$ cat config.mk
export PLATFORM = sky130hd
export DESIGN_NAME = tank_fill_ctrl
export DESIGN_NICKNAME = d
export VERILOG_FILES = /design/src/rtl/tank_pkg.sv /design/src/rtl/level_sync.sv /design/src/rtl/fill_timer.sv /design/src/rtl/fill_fsm.sv /design/src/rtl/tank_fill_ctrl.sv
export SDC_FILE = /design/constraint.sdc
export NUM_CORES = 1
export LEC_CHECK = 0
export BUFFER_PORTS_ARGS = -buffer_cell sky130_fd_sc_hd__buf_2
export CAP_MARGIN = 20
export CORE_ASPECT_RATIO = 1.4
export CORE_MARGIN = 4
export CORE_UTILIZATION = 54
export CTS_CLUSTER_SIZE = 16
export DETAILED_ROUTE_END_ITERATION = 6
export GPL_TIMING_DRIVEN = 0
export PLACE_DENSITY = 0.74
export SETUP_SLACK_MARGIN = 0.1
export SLEW_MARGIN = 0
export SYNTH_ARGS = -nofsm -noshare
export SYNTH_HDL_FRONTEND = slang
export SYNTH_HIERARCHICAL = 1
export SYNTH_SLANG_ARGS = --single-unit
$ cat constraint.sdc
create_clock -name clk -period 1.8 [get_ports clk]
set_input_delay 0.45 -clock clk [delete_from_list [all_inputs] [get_ports clk]]
set_output_delay 0.45 -clock clk [all_outputs]
set_load 0.05 [all_outputs]
$ cat src/rtl/tank_pkg.sv
package tank_pkg;

  typedef enum logic [1:0] {
    ST_IDLE = 2'd0,
    ST_SOLO = 2'd1,
    ST_DUAL = 2'd2
  } fill_st_e;

  typedef struct packed {
    logic high;
    logic mid;
    logic low;
  } lvl_t;

  localparam int unsigned LVL_W = $bits(lvl_t);

endpackage

$ cat src/rtl/level_sync.sv
module level_sync #(
  parameter int unsigned W = 3,
  parameter logic [W-1:0] RST_VAL = '1
) (
  input  logic         clk,
  input  logic         rst,
  input  logic [W-1:0] d_i,
  output logic [W-1:0] q_o
);

  for (genvar g = 0; g < W; g++) begin : g_bit
    logic s1, s2;
    always_ff @(posedge clk) begin
      if (rst) begin
        s1 <= RST_VAL[g];
        s2 <= RST_VAL[g];
      end else begin
        s1 <= d_i[g];
        s2 <= s1;
      end
    end
    assign q_o[g] = s2;
  end

endmodule

$ cat src/rtl/fill_timer.sv
module fill_timer #(
  parameter longint unsigned LIMIT = 64'd15_000_000_000
) (
  input  logic clk,
  input  logic rst,
  input  logic clr_i,
  input  logic en_i,
  output logic done_o
);

  localparam int unsigned CW = $clog2(LIMIT + 1);
  localparam logic [CW-1:0] LIM_V = CW'(LIMIT);

  logic [CW-1:0] cnt;

  always_ff @(posedge clk) begin
    if (rst || clr_i) cnt <= '0;
    else if (en_i && cnt != LIM_V) cnt <= cnt + 1'b1;
  end

  assign done_o = (cnt == LIM_V);

  // the count never passes the limit
  a_r4_cnt_sat: assert property (@(posedge clk) disable iff (rst)
    cnt <= LIM_V);

  // the count holds while counting is not enabled
  a_r5_cnt_frozen: assert property (@(posedge clk) disable iff (rst)
    (!en_i && !clr_i) |=> $stable(cnt));

endmodule

$ cat src/rtl/fill_fsm.sv
module fill_fsm
  import tank_pkg::*;
(
  input  logic clk,
  input  logic rst,
  input  lvl_t lvl_i,
  input  logic tmr_done_i,
  output logic tmr_clr_o,
  output logic tmr_en_o,
  output logic main_o,
  output logic aux_o,
  output logic fault_o
);

  fill_st_e st, nxt;
  logic     mid_seen_q;
  logic     fault_q;
  logic     bad;
  logic     mid_ok;

  assign bad    = (lvl_i.high & ~lvl_i.mid) | (lvl_i.mid & ~lvl_i.low);
  assign mid_ok = mid_seen_q | lvl_i.mid;

  always_comb begin
    nxt = st;
    if (bad) begin
      nxt = ST_IDLE;
    end else begin
      unique case (st)
        ST_IDLE: if (!lvl_i.low) nxt = ST_SOLO;
        ST_SOLO: begin
          if (lvl_i.high)                nxt = ST_IDLE;
          else if (tmr_done_i && !mid_ok) nxt = ST_DUAL;
        end
        ST_DUAL: if (lvl_i.high) nxt = ST_IDLE;
        default: nxt = ST_IDLE;
      endcase
    end
  end

  always_ff @(posedge clk) begin
    if (rst) begin
      st         <= ST_IDLE;
      mid_seen_q <= 1'b0;
      fault_q    <= 1'b0;
    end else begin
      st         <= nxt;
      fault_q    <= bad;
      if (st != ST_SOLO)   mid_seen_q <= 1'b0;
      else if (lvl_i.mid)  mid_seen_q <= 1'b1;
    end
  end

  assign tmr_clr_o = (st == ST_IDLE);
  assign tmr_en_o  = (st == ST_SOLO) && !mid_ok;
  assign main_o    = (st != ST_IDLE);
  assign aux_o     = (st == ST_DUAL);
  assign fault_o   = fault_q;

  // a covered full mark ends any fill on the next edge
  a_r6_full_stops: assert property (@(posedge clk) disable iff (rst)
    (lvl_i.high && !bad && st != ST_IDLE) |=> st == ST_IDLE);

  // middle mark seen during single-pump fill blocks escalation
  a_r5_mid_blocks: assert property (@(posedge clk) disable iff (rst)
    (st == ST_SOLO && mid_ok) |=> st != ST_DUAL);

  // no escalation before the timer has expired
  a_r4_no_early: assert property (@(posedge clk) disable iff (rst)
    (st == ST_SOLO && !tmr_done_i) |=> st != ST_DUAL);

  // inconsistent switches force idle and raise the flag
  a_r7_fault_idle: assert property (@(posedge clk) disable iff (rst)
    bad |=> (st == ST_IDLE && fault_q));

  // start only from idle with the low mark uncovered
  a_r3_start_cond: assert property (@(posedge clk) disable iff (rst)
    (st == ST_IDLE && (lvl_i.low || bad)) |=> st == ST_IDLE);

endmodule

$ cat src/rtl/tank_fill_ctrl.sv
module tank_fill_ctrl
  import tank_pkg::*;
#(
  parameter longint unsigned TIMEOUT_CYC = 64'd15_000_000_000
) (
  input  logic clk,
  input  logic rst,
  input  logic lvl_low_i,
  input  logic lvl_mid_i,
  input  logic lvl_high_i,
  output logic pump_main_o,
  output logic pump_aux_o,
  output logic sensor_fault_o
);

  lvl_t raw_lvl, sync_lvl;
  logic tmr_clr, tmr_en, tmr_done;

  assign raw_lvl = '{high: lvl_high_i, mid: lvl_mid_i, low: lvl_low_i};

  level_sync #(
    .W      (LVL_W),
    .RST_VAL({LVL_W{1'b1}})
  ) u_sync (
    .clk(clk),
    .rst(rst),
    .d_i(raw_lvl),
    .q_o(sync_lvl)
  );

  fill_timer #(
    .LIMIT(TIMEOUT_CYC)
  ) u_timer (
    .clk   (clk),
    .rst   (rst),
    .clr_i (tmr_clr),
    .en_i  (tmr_en),
    .done_o(tmr_done)
  );

  fill_fsm u_fsm (
    .clk       (clk),
    .rst       (rst),
    .lvl_i     (sync_lvl),
    .tmr_done_i(tmr_done),
    .tmr_clr_o (tmr_clr),
    .tmr_en_o  (tmr_en),
    .main_o    (pump_main_o),
    .aux_o     (pump_aux_o),
    .fault_o   (sensor_fault_o)
  );

  // nothing runs and no fault is reported in the cycle after reset
  a_r2_reset_quiet: assert property (@(posedge clk)
    rst |=> (!pump_main_o && !pump_aux_o && !sensor_fault_o));

  // the auxiliary pump never runs without the main pump
  a_r6_aux_needs_main: assert property (@(posedge clk) disable iff (rst)
    pump_aux_o |-> pump_main_o);

endmodule

After elaboration in Yosys (flattened, before gate mapping)

Index checks and enable logic that the tools add are counted.

$add $sub $neg: 1
Eq/ne operators: 8
Mux-type cells: 5
Bitwise gates (word level): 6
Reductions and logical operators: 10

Operator list:

| operator                                                              | count |
|---|---|
| 34-bit by 1-bit adder with 34-bit output, second input constant       | 1 |
| 34-bit equality test, second input constant                           | 1 |
| 34-bit != test, second input constant                                 | 1 |
| 2-bit two-way mux                                                     | 4 |
| 2-bit case mux with 3 select lines                                    | 1 |
| 2-bit by 1-bit != test with 1-bit output, second input constant       | 2 |
| 2-bit OR reduction                                                    | 2 |
| 1-bit logical AND                                                     | 3 |
| 3-bit by 2-bit != test with 1-bit output, second input constant       | 1 |
| 3-bit AND reduction                                                   | 1 |
| 1-bit AND                                                             | 2 |
| 2-bit by 1-bit equality test with 1-bit output, second input constant | 1 |
| 2-bit equality test, second input constant                            | 1 |
| 2-bit logical NOT                                                     | 1 |
| 2-bit != test, second input constant                                  | 1 |
| 1-bit NOT                                                             | 2 |
| 1-bit bitwise OR                                                      | 2 |
| 2-bit nonzero test                                                    | 1 |
| 1-bit logical NOT                                                     | 1 |
| 1-bit logical OR                                                      | 1 |

Register bits: 44
Output and inout bits: 3

Logic depth before layout (Yosys ltp)

Gate-level depths: netlist of run 1.

Depth in word-level cells: 6
Depth in mapped cells: 9
Mapped depth without buffers: 8

Cells and area by module

The synthesis of run 1 kept the hierarchy.

By module, submodules not included:

| module     | times used | cells an instance | area each (µm²) |
|---|---|---|---|
| fill_timer | 1          | 201               | 1,724.2 |
| fill_fsm   | 1          | 21                | 182.7 |
| level_sync | 1          | 15                | 180.2 |

Worst setup path before layout of run 1

OpenSTA, ideal clock, no wires.

Path type: reg2reg
Start point: register u_fsm.st[1]
End point: register u_timer.cnt[32]
Library setup time: 0.070 ns
Arrival time: 1.865 ns
Data required time: 1.730 ns
Path slack: -0.136 ns
Stages on the path, launching flop included: 10
Path buffers: 2
Period minus slack after synthesis: 1.936 ns
Cells stage by stage: dfxtp_1 nand2b_1 nor3_1 buf_2 and2_1 and4_1 buf_2 nand3_1 or3_1 a21oi_1

Longest elaborated chain between the ends: 3

RTL lines:

| what                                           | line                 | text |
|---|---|---|
| from (decl)                                    | fill_fsm.sv:15       | `fill_st_e st, nxt;` |
| from (signal assigned)                         | fill_fsm.sv:47       | `st <= nxt;` |
| 2-bit by 1-bit equality test with 1-bit output | fill_fsm.sv:55       | `assign tmr_en_o = (st == ST_SOLO) && !mid_ok;` |
| 1-bit logical AND                              | fill_fsm.sv:55       |  |
| net tmr_en                                     | tank_fill_ctrl.sv:17 | `logic tmr_clr, tmr_en, tmr_done;` |
| 1-bit logical AND                              | fill_timer.sv:18     | `else if (en_i && cnt != LIM_V) cnt <= cnt + 1'b1;` |
| to (signal assigned)                           | fill_timer.sv:18     |  |
| to (decl)                                      | fill_timer.sv:14     | `logic [CW-1:0] cnt;` |

The timed path passes the listed nets, and every way through them passes these cells.
A chain may end at the register's enable or synchronous reset.

Worst setup path in the final report of run 1

Start point: register u_fsm.st[1]
End point: register u_timer.cnt[30]

Same word-level chain as after synthesis.

==> summary.md, run 1 <==
| Metric | Value |
|---|---|
| Outcome | `finished, violations left` |
| Failing checks | `setup timing` |
| Register clock-pin slew on the reported worst setup and hold paths | `0.08 ns` |
| Placed Instances | `286` |
| Yosys warnings | `6` |
| Worst flop-to-flop path startpoint | `u_fsm/st[1]` |
| Worst Hold Class | `in2reg` |
| TritonCTS clock tree | `yes` |
| Gr ovfl total | `0` |
| Syn-to-layout area delta | `38.55%` |
| Core area | `0.003676 mm2` |
| Combined area of the multi-input logic cells | `0.001354 mm2` |
| Synthesized area per cell | `8.806 um2` |
| WHS | `0.3228 ns` |
| Initial core utilization | `0.5677` |
| Finished Core Util | `0.7866` |
| H-Tree Depth | `2` |
| Final period util | `1.034` |
| Synthesis-stage register bit count | `44` |
| Worst slew margin | `0.7188` |
| Top cell type's share of synthesized area | `0.4221` |
| Vias in the first global route | `1876` |
| Final setup viols | `5` |
| Critical Path Start Type | `flip-flop` |
| Clk_skew | `0.004088 ns` |
| Cell variety after synth | `42` |
| Netlist Area Pre-Place | `0.002087 mm2` |
| Skew-Pair Late Insertion Delay | `0.30 ns` |
| Ports | `8` |
| Die X-Extent | `60.54 um` |
| Min-Delay Endpoint | `u_sync/g_bit[1].s1` |
| Hold Crit Depth | `2` |
| R2r setup slk | `-0.06 ns` |
| Non-filler cells, final | `327` |
| Syn nets | `244` |
| Std-Cell Rows | `26` |
| Final Max Tran Viols | `0` |
| Most instantiated cells after synthesis | `dfxtp_1, nor2_1, xor2_1` |
| Worst Path Arrival | `2.09 ns` |
| Final Hold Vio Count | `0` |
| RSZ-0062 raised after global routing | `yes` |
| DP Wirelength | `3156 um` |
| Most used cell, CP | `buf_6` |
| Main flop type after synthesis | `dfxtp_1` |
| Critical path's slowest cell | `or3_1` |
| Kind of critical path | `reg2reg` |
| Register-to-Register Path Depth | `9` |
| Leakage | `1.029 nW` |
| FF+latch area | `939.7 um2` |
| CP required | `2.03 ns` |
| Max Clock Freq | `537.4 MHz` |
| Pre-CTS setup slack | `-0.1164 ns` |
| Initial antenna violation count | `0` |
| Top-count cell post-synth | `dfxtp_1` |
| Max VDD drop | `0.0007603 V` |
| Setup ws final | `-0.06089 ns` |
| Mapped Cells | `237` |
| Largest net degree at the start of global routing | `14` |
| Root Buffer | `clkbuf_8` |
| Port bufs | `7` |
| Clk sinks | `44` |
| DR vias | `1965` |
| GP Congestion | `0.8244` |
| Max-cap violations | `0` |
| Fillcell total | `223` |
| Post-synth ARST share | `0` |
| Hold Crit Start | `lvl_mid_i` |
| Top area cells in the synthesized netlist | `dfxtp_1, xor2_1, nor2_1` |
| Post-synthesis sequential area ratio | `0.4221` |
| Bufs on Longest Clock Path | `2` |
| DRC | `0` |
| Total CTS buffers | `5` |
| Least-Margin Pin Slew | `0.4203 ns` |
| Tot GR Track Use | `0.2255` |
| Die area | `0.004937 mm2` |
| CP cell instances | `nand2b_4 > nor3_4 > buf_6 > and2_4 > and4_1 > buf_6 > nand3_2 > or3_1 > a21oi_1` |
| Ratio of cells with drive above 1 in the final layout | `0.4632` |
| Vias per Instance | `6.009` |
| Layout Nets | `291` |
| First-pass GRT wire length | `8342 um` |
| CP Max Fanout | `4` |
| Reg2reg end | `u_timer/cnt[30]` |
| DRT Wirelength | `5673 um` |
| Ant diodes | `0` |
| Largest area contributor in the netlist | `dfxtp_1` |
| ANT nets after route | `0` |
| EDFF count, synth | `0` |
| Power per cell area | `602.0 mW/mm2` |
| CP max stage delay | `0.36 ns` |
| WL per Instance | `17.35 um` |
| DRT iter0 DRCs | `141` |
| Drt pass-1 iters | `4` |
| Minimum clock period | `1.861 ns` |
| Critical path capture point type | `flip-flop` |
| Die H | `81.56 um` |
==> routing by layer <==
| metal | share of wire | up-vias | global-route usage |
|---|---|---|---|
| li1 | - | 941 | - |
| met1 | 0.37 | 961 | 0.2631 |
| met3 | 0.037 | 11 | 0.04245 |
| met4 | 0.023 | 0 | 0.09111 |
| met5 | 0 | - | 0 |
| met2 | 0.57 | 52 | 0.3972 |
==> flip-flops by register name (all words and copies together), names as in the netlist <==
name              count
u_sync/g_bit.s1       3
u_sync/g_bit.s2       3
u_timer/cnt          34
u_fsm/st              2
u_fsm/mid_seen_q      1
u_fsm/fault_o         1
==> kinds of logic after synthesis <==
group / synth area share
AND/OR/NAND/NOR: 0.3525
flip-flops: 0.4221
AO/OA/AOI/OAI: 0.08513
buffers and inverters: 0.04856
XOR/XNOR: 0.07974
adder cells (fa/ha/maj): 0.01199
==> worst max-delay path, delay by kind of cell, from the launching register on <==
family	cells	cell delay, ns
buf+inv	2	0.28
flops	1	0.35
compound gates	1	0.13
simple gates	6	1.03
==> timing repair <==
action / CTS / global route
cloned: 1 / 0
hold buffers: 0 / 0
setup endpoints to repair: 32 / 37
pin swaps: 13 / 28
setup buffers: 18 / 15
gates resized for setup: 43 / 57
==> layout make-up <==
class                           count  area share
Timing Repair Buffer               40      0.1026
Multi-Input combinational cell    172      0.4682
Clock inverter                      2     0.01212
Inverter                            9     0.01168
Sequential cell                    44      0.3250
Clock buffer                        6     0.02510
Tap cell                           42     0.01817
Buffer                             12     0.03721
==> where the power goes <==
| part | internal [mW] | switching (mW) |
|---|---|---|
| sequential | 0.961 | 0.00222 |
| combinational | 0.0130 | 0.0166 |
| clock | 0.412 | 0.336 |
| total | 1.39 | 0.354 |
==> stage by stage <==
stage	TNS, ns	area [um2]	total power [mW]
floorplan	0	2133	1.020
global placement	-1.589	2221	1.029
detailed placement	-1.465	2221	1.030
CTS	-0.0007325	2591	1.758
global route	-1.367	2892	1.801
finish	-0.1434	2892	1.741
==> layout by cell type, fill, tap and decap left out, types with 2 or more instances in the layout <==
cell type / count
xnor2_1: 3
inv_1: 6
nand2_2: 3
xor2_1: 15
nor2_1: 25
nand4_1: 14
buf_6: 9
nor4_2: 2
or3_1: 7
nand3_4: 2
or4_1: 2
nor4bb_4: 2
nor3_4: 3
nor4b_4: 2
dfxtp_4: 12
buf_4: 34
nand4_4: 2
o21ai_0: 5
nand3_1: 8
clkbuf_8: 5
and3_1: 4
nand3_2: 6
or2_1: 6
dfxtp_2: 11
nand2_1: 11
a21oi_2: 3
o21ai_1: 4
nor3_2: 2
o211ai_1: 4
and4_1: 2
a21oi_1: 7
inv_2: 3
dfxtp_1: 21
nor2_2: 2
nor3_1: 2
clkbuf_2: 2
a211oi_1: 2
or4_4: 4
buf_2: 6
==> how the worst max path moves through the flow <==
stage / end / cells after the start / from / slack (ns)
floorplan: u_timer/cnt[20] / 9 / u_sync/g_bit[1].s2 / 0.06
global placement: u_timer/cnt[13] / 7 / u_timer/cnt[14] / -0.12
detailed placement: u_timer/cnt[13] / 8 / u_timer/cnt[0] / -0.12
CTS: u_timer/cnt[32] / 9 / u_fsm/st[1] / -0.0007
global route: u_timer/cnt[20] / 9 / u_fsm/st[1] / -0.13
finish: u_timer/cnt[30] / 9 / u_fsm/st[1] / -0.06
No activity file was read; power rests on OpenSTA's default activity.
==> inputs of run 2 (changes only) <==
--- a/config.mk
+++ b/config.mk
@@ -9,11 +9,10 @@
 export CAP_MARGIN = 20
 export CORE_ASPECT_RATIO = 1.4
 export CORE_MARGIN = 4
-export CORE_UTILIZATION = 54
+export CORE_UTILIZATION = 49
 export CTS_CLUSTER_SIZE = 16
 export DETAILED_ROUTE_END_ITERATION = 6
-export GPL_TIMING_DRIVEN = 0
-export PLACE_DENSITY = 0.74
+export PLACE_DENSITY = 0.68
 export SETUP_SLACK_MARGIN = 0.1
 export SLEW_MARGIN = 0
 export SYNTH_ARGS = -nofsm -noshare
==> summary.md, run 2 (same netlist as run 1, synthesis figures left out) <==
| Metric | Value |
|---|---|
| Outcome | `finished, final reports clean` |
| Register-to-Register Path Depth | `9` |
| Top flop regs | `u_timer/cnt x34, u_sync/g_bit.s1 x3, u_sync/g_bit.s2 x3` |
| Std-Cell Rows | `27` |
| Most common cell after layout, fill and taps aside | `buf_4` |
| Clk_skew | `0.005368 ns` |
| # hold bufs at CTS | `0` |
| First-pass GRT wire length | `8335 um` |
| Worst Path Arrival | `1.99 ns` |
| Ratio of cells with drive above 1 in the final layout | `0.4551` |
| Die area | `0.005382 mm2` |
| Kind of critical path | `reg2reg` |
| Least-Margin Pin Slew | `0.4217 ns` |
| Worst flop-to-flop path startpoint | `u_timer/cnt[0]` |
| DP Wirelength | `3488 um` |
| Power per cell area | `560.6 mW/mm2` |
| GP Congestion | `0.8013` |
| R2r setup slk | `0.05 ns` |
| DR vias | `1968` |
| Clk sinks | `44` |
| Largest net degree at the start of global routing | `22` |
| Setup TNS | `0 ns` |
| Initial antenna violation count | `0` |
| RSZ-0062 raised after global routing | `yes` |
| Root Buffer | `clkbuf_8` |
| Max VDD drop | `0.0004786 V` |
| Register clock-pin slew on the reported worst setup and hold paths | `0.08 ns` |
| H-Tree Depth | `2` |
| Core area | `0.004020 mm2` |
| Final Max Tran Viols | `0` |
| Final Hold Vio Count | `0` |
| Ports | `8` |
| Min-Delay Endpoint | `u_sync/g_bit[1].s1` |
| Power consumption | `1.646 mW` |
| Hold Crit Start | `lvl_mid_i` |
| Most flops, register | `u_timer/cnt` |
| TritonCTS clock tree | `yes` |
| Die H | `85.22 um` |
| Initial core utilization | `0.5191` |
| Max Clock Freq | `571.5 MHz` |
| Reg2reg end | `u_timer/cnt[13]` |
| Most frequent cells in the layout | `buf_4, dfxtp_1, nor2_1` |
| Gr ovfl total | `0` |
| CP Max Fanout | `6` |
| Skew-Pair Late Insertion Delay | `0.30 ns` |
| DRT Wirelength | `5392 um` |
| Minimum clock period | `1.750 ns` |
| Final setup viols | `0` |
| Max reg flops | `34` |
| Bufs on Longest Clock Path | `2` |
| DRT iter0 DRCs | `106` |
| Worst Hold Class | `in2reg` |
| WL per Instance | `15.67 um` |
| Vias per Instance | `5.721` |
| Die X-Extent | `63.16 um` |
| Non-filler cells, final | `344` |
| Finished Core Util | `0.7305` |
| Syn-to-layout area delta | `40.71%` |
| Tot GR Track Use | `0.1951` |
| Drt pass-1 iters | `4` |
| Worst slew margin | `0.7179` |
| Leakage | `1.101 nW` |
| Critical path capture point type | `flip-flop` |
| Ant diodes | `0` |
| Layout Nets | `307` |
| Final period util | `0.9720` |
| Vias in the first global route | `1913` |
| CP required | `2.04 ns` |
| DRC | `0` |
| Port bufs | `7` |
| Max-cap violations | `0` |
| ANT nets after route | `0` |
| Hold Crit Depth | `2` |
| Placed Instances | `323` |
| Total CTS buffers | `5` |
| Critical Path Start Type | `flip-flop` |
## run 2: changes by cell type in the layout (fill, tap and decap cells not counted), sizes merged
| cell | previous run | this run |
|---|---|---|
| buf | 49 | 68 |
| clkinv | 1 | 2 |
| clkbuf | 9 | 6 |
| bufinv | 1 | 0 |
## run 2: worst max path at each step
stage	from	to	slack, ns
2_1_floorplan	u_sync/g_bit[1].s2	u_timer/cnt[20]	0.06
3_3_place_gp	u_timer/cnt[0]	u_timer/cnt[15]	-0.08
3_5_place_dp	u_timer/cnt[0]	u_timer/cnt[15]	-0.11
4_1_cts	u_fsm/st[1]	u_timer/cnt[21]	0.03
5_1_grt	u_fsm/st[1]	u_timer/cnt[12]	-0.04
6_report	u_timer/cnt[0]	u_timer/cnt[13]	0.05
## run 2: per-stage QoR
step,hold WS [ns],worst slack (ns),instance area (um2)
floorplan,0.3832,0.06178,2133
CTS,0.3227,0.02968,2721
finish,0.3258,0.05032,2937
detailed placement,0.3899,-0.1098,2504
global route,0.3220,-0.04482,2937
global placement,0.3844,-0.08265,2504
## run 2: area by class of cell
type	instances	area, um2
clock buffers	6	82.58
clock inverters	2	10.01
fillers	299	1084
inverters	9	33.78
multi-input cells	172	1334
flip-flops and latches	44	903.4
well taps	43	53.80
repair buffers	68	519.2
## run 2: layer usage
layer	wire (um)	up-vias	global-route usage
li1	-	976	-
met1	2161	950	0.2132
met2	2958	32	0.3641
met3	171	10	0.04106
met4	100	0	0.07229
met5	0	-	0
## run 2: power breakdown
part	total (mW)	switching [mW]	internal, mW
clock network	0.641	0.335	0.306
logic	0.0253	0.0137	0.0116
registers	0.980	0.00330	0.977
total	1.65	0.352	1.29
## run 2: critical path, stage by stage (launching register included)
cell and delay (ns):
dfxtp_2 0.35, inv_2 0.04, ha_2 0.17, and4b_1 0.18
nand3_2 0.09, buf_6 0.11, o31ai_4 0.06, buf_6 0.13
or4_4 0.41, a21oi_2 0.14
## run 2: timing repair
item                                    4_1_cts  5_1_grt
resized for setup                            19       41
buffers inserted                              8        5
pin swaps                                    16       16
endpoints found under the setup margin       24       30
